File: src/rtl/ide_pio_pkg.sv
package ide_pio_pkg;

  localparam int LEN_W = 5;

  typedef enum logic [1:0] {
    PH_IDLE   = 2'd0,
    PH_SETUP  = 2'd1,
    PH_ACTIVE = 2'd2,
    PH_HOLD   = 2'd3
  } pio_phase_e;

  // address setup: linear code plus one
  function automatic logic [LEN_W-1:0] setup_clocks(input logic [1:0] code);
    return LEN_W'(code) + LEN_W'(1);
  endfunction

  // recovery after the strobe: linear to six, then 8 and 12
  function automatic logic [LEN_W-1:0] hold_clocks(input logic [2:0] code);
    logic [LEN_W-1:0] n;
    case (code)
      3'd6:    n = LEN_W'(8);
      3'd7:    n = LEN_W'(12);
      default: n = LEN_W'(code) + LEN_W'(1);
    endcase
    return n;
  endfunction

  // strobe width: code plus two up to six, then 8, 12, 16
  function automatic logic [LEN_W-1:0] active_clocks(input logic [2:0] code);
    logic [LEN_W-1:0] n;
    case (code)
      3'd5:    n = LEN_W'(8);
      3'd6:    n = LEN_W'(12);
      3'd7:    n = LEN_W'(16);
      default: n = LEN_W'(code) + LEN_W'(2);
    endcase
    return n;
  endfunction

endpackage

File: src/rtl/pio_timing_decode.sv
module pio_timing_decode
  import ide_pio_pkg::*;
(
  input  logic [7:0]       tbyte_i,
  output logic [LEN_W-1:0] setup_len_o,
  output logic [LEN_W-1:0] active_len_o,
  output logic [LEN_W-1:0] hold_len_o
);

  always_comb begin
    setup_len_o  = setup_clocks(tbyte_i[7:6]);
    hold_len_o   = hold_clocks(tbyte_i[5:3]);
    active_len_o = active_clocks(tbyte_i[2:0]);
  end

endmodule

File: src/rtl/pio_ready_wait.sv
module pio_ready_wait #(
  parameter int WAIT_MAX = 255
) (
  input  logic clk,
  input  logic rst_n,
  input  logic clear_i,
  input  logic last_active_i,
  input  logic iordy_en_i,
  input  logic iordy_i,
  output logic stretch_o,
  output logic timeout_o
);

  localparam int WAIT_W = $clog2(WAIT_MAX + 1);
  localparam logic [WAIT_W-1:0] WAIT_LIMIT = WAIT_W'(WAIT_MAX);

  logic [WAIT_W-1:0] wait_q;
  logic              drive_holds;
  logic              limit_hit;

  assign drive_holds = last_active_i && iordy_en_i && !iordy_i;
  assign limit_hit   = (wait_q == WAIT_LIMIT);
  assign stretch_o   = drive_holds && !limit_hit;

  always_ff @(posedge clk) begin
    if (!rst_n) begin
      wait_q    <= '0;
      timeout_o <= 1'b0;
    end else begin
      if (stretch_o)
        wait_q <= wait_q + WAIT_W'(1);
      else
        wait_q <= '0;

      if (clear_i)
        timeout_o <= 1'b0;
      else if (drive_holds && limit_hit)
        timeout_o <= 1'b1;
    end
  end

  // timeout only after the full extra wait
  a_r9_timeout_at_limit: assert property (@(posedge clk) disable iff (!rst_n)
    $rose(timeout_o) |-> ($past(wait_q) == WAIT_LIMIT));

  // extra clocks only accumulate in the final active clock
  a_r8_wait_in_last_active: assert property (@(posedge clk) disable iff (!rst_n)
    (wait_q != '0) |-> $past(last_active_i));

endmodule

File: src/rtl/pio_phase_seq.sv
module pio_phase_seq
  import ide_pio_pkg::*;
(
  input  logic             clk,
  input  logic             rst_n,
  input  logic             accept_i,
  input  logic             write_i,
  input  logic [LEN_W-1:0] setup_len_i,
  input  logic [LEN_W-1:0] active_len_i,
  input  logic [LEN_W-1:0] hold_len_i,
  input  logic             stretch_i,
  output pio_phase_e       phase_o,
  output logic             last_active_o,
  output logic             done_o,
  output logic             rd_o,
  output logic             wr_o
);

  pio_phase_e       phase_q;
  logic [LEN_W-1:0] cnt_q;
  logic [LEN_W-1:0] act_q;
  logic [LEN_W-1:0] hold_q;
  logic             write_q;
  logic             cnt_zero;

  assign cnt_zero = (cnt_q == '0);

  always_ff @(posedge clk) begin
    if (!rst_n) begin
      phase_q <= PH_IDLE;
      cnt_q   <= '0;
      act_q   <= '0;
      hold_q  <= '0;
      write_q <= 1'b0;
    end else begin
      case (phase_q)
        PH_IDLE: begin
          if (accept_i) begin
            phase_q <= PH_SETUP;
            cnt_q   <= setup_len_i - LEN_W'(1);
            act_q   <= active_len_i;
            hold_q  <= hold_len_i;
            write_q <= write_i;
          end
        end
        PH_SETUP: begin
          if (cnt_zero) begin
            phase_q <= PH_ACTIVE;
            cnt_q   <= act_q - LEN_W'(1);
          end else begin
            cnt_q <= cnt_q - LEN_W'(1);
          end
        end
        PH_ACTIVE: begin
          if (cnt_zero) begin
            if (!stretch_i) begin
              phase_q <= PH_HOLD;
              cnt_q   <= hold_q - LEN_W'(1);
            end
          end else begin
            cnt_q <= cnt_q - LEN_W'(1);
          end
        end
        PH_HOLD: begin
          if (cnt_zero)
            phase_q <= PH_IDLE;
          else
            cnt_q <= cnt_q - LEN_W'(1);
        end
        default: phase_q <= PH_IDLE;
      endcase
    end
  end

  assign phase_o       = phase_q;
  assign last_active_o = (phase_q == PH_ACTIVE) && cnt_zero;
  assign done_o        = (phase_q == PH_HOLD) && cnt_zero;
  assign rd_o          = (phase_q == PH_ACTIVE) && !write_q;
  assign wr_o          = (phase_q == PH_ACTIVE) && write_q;

  // the direction of a strobe never flips while it is high
  a_r2_strobe_direction: assert property (@(posedge clk) disable iff (!rst_n)
    ((rd_o || wr_o) && $past(rd_o || wr_o)) |-> $stable(wr_o));

  // a falling strobe is always followed by hold
  a_r3_hold_after_strobe: assert property (@(posedge clk) disable iff (!rst_n)
    $fell(rd_o || wr_o) |-> (phase_o == PH_HOLD));

  // done is the final clock of the cycle
  a_r4_done_then_idle: assert property (@(posedge clk) disable iff (!rst_n)
    done_o |=> (phase_o == PH_IDLE));

  // an accepted start always opens a setup phase
  a_r12_accept_to_setup: assert property (@(posedge clk) disable iff (!rst_n)
    accept_i |=> (phase_o == PH_SETUP));

endmodule

File: src/rtl/ide_pio_timer.sv
module ide_pio_timer
  import ide_pio_pkg::*;
#(
  parameter int WAIT_MAX = 255
) (
  input  logic       clk,
  input  logic       rst_n,
  input  logic       start_i,
  input  logic       write_i,
  input  logic       cmd_sel_i,
  input  logic [7:0] data_timing_i,
  input  logic [7:0] cmd_timing_i,
  input  logic       iordy_en_i,
  input  logic       iordy_i,
  output logic       rd_strobe_o,
  output logic       wr_strobe_o,
  output logic       busy_o,
  output logic       done_o,
  output logic       timeout_o,
  output logic       overrun_o
);

  logic [7:0]       sel_byte;
  logic [LEN_W-1:0] setup_len;
  logic [LEN_W-1:0] active_len;
  logic [LEN_W-1:0] hold_len;
  logic             accept;
  logic             last_active;
  logic             stretch;
  pio_phase_e       phase;

  assign sel_byte = cmd_sel_i ? cmd_timing_i : data_timing_i;
  assign busy_o   = (phase != PH_IDLE);
  assign accept   = start_i && !busy_o;

  pio_timing_decode u_decode (
    .tbyte_i      (sel_byte),
    .setup_len_o  (setup_len),
    .active_len_o (active_len),
    .hold_len_o   (hold_len)
  );

  pio_phase_seq u_seq (
    .clk           (clk),
    .rst_n         (rst_n),
    .accept_i      (accept),
    .write_i       (write_i),
    .setup_len_i   (setup_len),
    .active_len_i  (active_len),
    .hold_len_i    (hold_len),
    .stretch_i     (stretch),
    .phase_o       (phase),
    .last_active_o (last_active),
    .done_o        (done_o),
    .rd_o          (rd_strobe_o),
    .wr_o          (wr_strobe_o)
  );

  pio_ready_wait #(
    .WAIT_MAX (WAIT_MAX)
  ) u_wait (
    .clk           (clk),
    .rst_n         (rst_n),
    .clear_i       (accept),
    .last_active_i (last_active),
    .iordy_en_i    (iordy_en_i),
    .iordy_i       (iordy_i),
    .stretch_o     (stretch),
    .timeout_o     (timeout_o)
  );

  always_ff @(posedge clk) begin
    if (!rst_n)
      overrun_o <= 1'b0;
    else if (start_i && busy_o)
      overrun_o <= 1'b1;
  end

  // overrun never clears outside reset
  a_r10_overrun_sticky: assert property (@(posedge clk) disable iff (!rst_n)
    overrun_o |=> overrun_o);

  // overrun rises only after a start while busy
  a_r10_overrun_cause: assert property (@(posedge clk) disable iff (!rst_n)
    $rose(overrun_o) |-> $past(start_i && busy_o));

  // busy only drops after a done pulse
  a_r4_busy_ends_on_done: assert property (@(posedge clk) disable iff (!rst_n)
    $fell(busy_o) |-> $past(done_o));

endmodule

File: config.mk
export PLATFORM = sky130hd
export DESIGN_NAME = ide_pio_timer
export DESIGN_NICKNAME = d
export VERILOG_FILES = /design/src/rtl/ide_pio_pkg.sv /design/src/rtl/pio_timing_decode.sv /design/src/rtl/pio_ready_wait.sv /design/src/rtl/pio_phase_seq.sv /design/src/rtl/ide_pio_timer.sv
export SDC_FILE = /design/constraint.sdc
export NUM_CORES = 1
export LEC_CHECK = 0
export BUFFER_PORTS_ARGS = -buffer_cell sky130_fd_sc_hd__buf_2
export CORE_MARGIN = 2
export CORE_UTILIZATION = 55
export CTS_BUF_LIST = sky130_fd_sc_hd__clkbuf_4 sky130_fd_sc_hd__clkbuf_8 sky130_fd_sc_hd__clkbuf_16
export CTS_CLUSTER_DIAMETER = 120
export CTS_CLUSTER_SIZE = 40
export DETAILED_ROUTE_END_ITERATION = 10
export PLACE_DENSITY_LB_ADDON = 0.05
export SLEW_MARGIN = 10
export SYNTH_ARGS = -nofsm -noshare
export SYNTH_HDL_FRONTEND = slang
export SYNTH_SLANG_ARGS = --single-unit
File: constraint.sdc
create_clock -name clk -period 2.1 [get_ports clk]
set_input_delay 0.42 -clock clk [delete_from_list [all_inputs] [get_ports clk]]
set_output_delay 0.42 -clock clk [all_outputs]
set_load 0.01 [all_outputs]
**After elaboration in Yosys (flattened, before gate mapping)**

Cells that the tools add are included.

- Register bits after elaboration: 28
- Logic and storage cells: 70
- Input bits: 23

- Bitwise logic cells: 1
- Multiplexer cells: 15
- Reduce and logical (&&, ||, !) cells: 22
- Eq/ne operators: 16
- Add/sub/neg operators: 8

Operators with widths:

| kind | number |
|---|---|
| $mux 5 | 5 |
| $pmux 5 s4 | 1 |
| $eq 3x3->1 const B | 5 |
| $pmux 5 s3 | 1 |
| $sub 5x1->5 const B | 3 |
| $logic_and 1x1->1 | 10 |
| $mux 2 | 5 |
| $pmux 5 s2 | 1 |
| $add 8x1->8 const B | 1 |
| $eq 8x8->1 const B | 1 |
| $mux 8 | 1 |
| $pmux 2 s4 | 1 |
| $ne 2x1->1 const B | 3 |
| $ne 2x2->1 const B | 3 |
| $logic_not 5->1 | 1 |
| $reduce_and 5->1 | 1 |
| $add 3x1->4 const B | 1 |
| $add 3x2->4 const B | 1 |
| $eq 2x2->1 const B | 2 |
| $logic_not 1->1 | 4 |
| $reduce_and 2->1 | 2 |
| $sub 3x1->4 const B | 1 |
| $add 2x1->3 const B | 1 |
| $ne 3x3->1 const B | 1 |
| 6 further kinds | 6 |

**Logic depth before layout (Yosys ltp)**

- Word-level depth: 8
- Mapped depth: 8
- Mapped depth without buffers: 7

**Cells and area by module**

Synthesis repeated with hierarchy kept, for this count alone.

- Cell total of the unflattened synthesis: 242
- Area, all modules: 1989.4 um^2

Modules (own cells, without submodules):

| module | times used | seq. area each (um^2) | cells each | area each (um^2) |
|---|---|---|---|---|
| pio_phase_seq | 1 | 360.3 | 160 | 1268.7 |
| pio_ready_wait | 1 | 180.2 | 42 | 385.4 |
| ide_pio_timer | 1 | 20.0 | 16 | 180.2 |
| pio_timing_decode | 1 | 0.0 | 24 | 155.1 |

**Worst setup path after synthesis**

Ideal clock, no wire load.

- Kind: register -> register
- Start: reg u_seq.cnt_q[0]
- End: reg u_seq.cnt_q[4]
- Data arrival time: 1.652 ns
- Data required time: 1.968 ns
- Path slack: 0.316 ns
- Library setup time: 0.132 ns
- Clock period less this slack: 1.784 ns
- Buffers on the path: 1
- Cell stages (with the launch flop): 9
- Cell sequence: dfxtp_1 -> inv_1 -> ha_1 -> or4b_1 -> buf_2 -> a21oi_1 -> a31oi_1 -> o311ai_1 -> nand3_1

- Cells in the longest elaborated chain, start to end: 7
- Elaborated cells between the ends (all ways): 13

Ends and longest elaborated chain:

| element | RTL line | RTL |
|---|---|---|
| from (decl) | pio_phase_seq.sv:20 | `logic [LEN_W-1:0] cnt_q;` |
| from (signal assigned) | pio_phase_seq.sv:40 | `cnt_q <= setup_len_i - LEN_W'(1);` |
| from (signal assigned) | pio_phase_seq.sv:49 | `cnt_q <= act_q - LEN_W'(1);` |
| from (signal assigned) | pio_phase_seq.sv:51 | `cnt_q <= cnt_q - LEN_W'(1);` |
| parallel branches: the longest is 7 deep, another holds $sub 5x1->5 | n/a |  |

Parallel ways; which one is timed is not known. The select of a mux whose other input is x is not followed.
A chain may end at the register's enable or synchronous reset.

**Worst setup path after layout**

- Start: reg u_seq.cnt_q[0]
- End: out done_o

- Cells in the longest elaborated chain, start to end: 2

Ends and longest elaborated chain:

| element | RTL line | RTL |
|---|---|---|
| $logic_not 5->1 | pio_phase_seq.sv:26 | `assign cnt_zero = (cnt_q == '0);` |
| $logic_and 1x1->1 | pio_phase_seq.sv:77 | `assign done_o = (phase_q == PH_HOLD) && cnt_zero;` |
| to (decl) | ide_pio_timer.sv:18 | `output logic done_o,` |

Every way passes these cells.

==> qor.txt <==
R2R Path Start -> u_seq.cnt_q[0]
post-synthesis sequential area ratio -> 32.60%
Hold Path Sink -> u_seq.write_q
Mapped Cells -> 201
CORE AREA -> 0.002805 mm^2
Inserted Diodes -> 0
VDD IR-drop max -> 768.8 uV
flop-to-flop setup slack -> 160 ps
Crit Path Category -> flop to output port
Power Total -> 0.002264 W
Critical Path RT -> 1680 ps
min-delay src -> write_i
pins over their slew limit -> 0
synthesized area -> 0.001658 mm^2
cts bufs inserted -> 3
Final ANT Viol Nets -> 0
post-route clock period utilization -> 97.22%
HP Class -> input port to flop
chip width -> 58.90 um
H-tree depth -> 1
PwrDens -> 1193 mW/mm^2
Critical R2R Capture -> u_seq.cnt_q[1]
area of the multi-input gates -> 0.001045 mm^2
syn avg cell area -> 8.248 um^2
routed wl met2 -> 1785 um
GPL Wtd Cong -> 0.8647
global-route wire length before repair -> 6051 um
via count -> 1516
Reg area -> 545.5 um^2
Overflow after GRT -> 0
outcome -> finished, final reports clean
YS warnings -> 0
clock sink count -> 27
Fmax -> 0.4898 GHz
clock root buffer -> clkbuf_4
highest metal used -> met4
layout cells sized above 1 -> 21.46%
CP Launch Type -> flop
clock share of power -> 10.1%
Logic pwr share -> 58.5%
Switching Fraction -> 42.75%
crit path capture type -> output port
DIE AREA -> 0.003469 mm^2
Psw -> 0.0009677 W
Reg2Reg Depth -> 7
Internal -> 0.001296 W
Tmin final -> 2042 ps
Reg power frac -> 31.4%
CTS tree -> yes
EDFF count, synth -> 0
Synth cell types -> 45
Yosys top cell by area -> dfxtp_1
most common cell in the netlist -> dfxtp_1
Sum Neg Setup Slack -> 0 ps
Worst-Skew Late Latency -> 330 ps
Synth top area share -> 32.60%
TritonRoute pass-1 iters -> 4
final wirelength -> 3637 um
CP max FO -> 4
CTS max path bufs -> 2
num rows -> 19
initial DRC count -> 73
Slew @ Worst Pin -> 396.8 ps
leakage -> 0.8385 nW
Post-synth top cells -> dfxtp_1 (27), nor2_1 (20), nand2_1 (17)
syn_nets -> 233
hpwl dp -> 2779 um
Max-cap violations -> 0
final hold violation count -> 0
headroom to the max-slew limit -> 72.79%
number of antenna violations at the first check in global routing -> 0
GRT Overall Usage -> 22.67%
P&R area growth vs syn -> 14.49%
Vias/cell -> 5.742
met1 WL -> 1651 um
Residual DRC -> 0
PortBufs -> 28
main area contributors after synthesis -> dfxtp_1 (33%), ha_1 (6.8%), mux2i_1 (6.0%)
initial core utilization -> 59.10%
pin count of the biggest net entering global routing -> 16
ys flop type -> dfxtp_1
worst hold stages -> 3
vias in the first global route -> 1387
num ports -> 29
Avg WL per Cell -> 13.78 um
filler cell count -> 248
Die Height -> 58.90 um
RSZ-0062 raised after global routing -> false
met3 WL -> 152 um
Max Clock Skew -> 2.553 ps
register bit total from synthesis -> 27
final setup vio count -> 0
Nets -> 266
Clk pin slew, worst setup/hold paths -> 140 ps
Async SR Flop Fraction -> 0%
crit path DAT -> 1620 ps
repair_timing:
| action | in CTS | in global routing |
|---|---|---|
| gates resized for setup | 2 | 5 |
| endpoints found under the setup margin | 1 | 3 |
| hold buffers | 0 | 0 |
| pin swaps | 0 | 1 |
| buffers inserted | 2 | 2 |
metal layers:
metal  vias up  track usage, %
met2        37           41.27
met1       690           27.05
met4         0           5.195
met3         6           4.835
li1        783               -
met5         -               0
registers in the layout (all words and copies together), names as in the netlist:
register,flops
u_wait.wait_q,8
u_seq.act_q,5
u_seq.cnt_q,5
u_seq.hold_q,4
u_seq.phase_o,2
overrun_o,1
u_seq.write_q,1
u_wait.timeout_o,1
worst max path at each step:
| stage | start | end |
|---|---|---|
| floorplan | u_seq.cnt_q[0] | u_seq.cnt_q[4] |
| global placement | u_seq.cnt_q[0] | u_seq.cnt_q[1] |
| detailed placement | u_seq.cnt_q[0] | u_seq.cnt_q[1] |
| CTS | u_seq.cnt_q[0] | done_o |
| global route | u_seq.cnt_q[0] | done_o |
| finish | u_seq.cnt_q[0] | done_o |
cell families after synthesis:
family          share of synthesized area [%]
mux                                     6.717
buf+inv                                 5.131
flops                                   32.60
xor+xnor                                6.340
simple gates                            23.85
fa+ha+maj                               6.793
compound gates                          18.57
layout make-up:
class | instances | area share [%]
Clock buffer | 3 | 1.187
Timing Repair Buffer | 35 | 10.15
Multi-Input combinational cell | 154 | 55.04
Inverter | 13 | 2.571
Clock inverter | 1 | 0.2637
Tap cell | 31 | 2.044
Sequential cell | 27 | 28.74
critical path, cell delays in order (launching register included):
cell and delay, ps:
dfxtp_4 390, inv_2 60, ha_4 140, nor4b_4 280, buf_4 170, and2_1 120, buf_2 130
power groups by stage:
stage | Clock (W) | Sequential (W) | Combinational [W]
3_3_place_gp | 0 | 0.000703 | 0.00114
6_report | 0.000229 | 0.000711 | 0.00132
3_5_place_dp | 0 | 0.000711 | 0.00117
4_1_cts | 0.000239 | 0.000700 | 0.00125
2_1_floorplan | 0 | 0.000691 | 0.000916
5_1_grt | 0.000258 | 0.000726 | 0.00146
placed cells by master, fill, tap and decap left out, types with 4 or more instances in the layout:
| cell | n |
|---|---|
| buf_4 | 7 |
| dfxtp_1 | 25 |
| ha_1 | 8 |
| a21oi_1 | 16 |
| xor2_1 | 7 |
| nand3_1 | 9 |
| inv_1 | 10 |
| xnor2_1 | 5 |
| mux2i_1 | 10 |
| o211ai_1 | 6 |
| nand2_1 | 17 |
| buf_2 | 28 |
| nor3_1 | 4 |
| nor2_1 | 20 |
stage by stage:
| stage | cell area, um^2 | utilization, % | hold WS [ps] | setup WS (ps) | instances |
|---|---|---|---|---|---|
| after floorplan | 1658 | - | 441.4 | 316.0 | 201 |
| after global placement | 1823 | 64.99 | 446.1 | 190.1 | 256 |
| after detailed placement | 1823 | 64.99 | 461.7 | 112.2 | 256 |
| after CTS | 1869 | 66.64 | 295.1 | 5.506 | 262 |
| after global routing | 1898 | 67.66 | 315.4 | 5.747 | 264 |
| final | 1898 | 67.66 | 310.7 | 58.35 | 264 |
(Power assumes the default switching activity.)
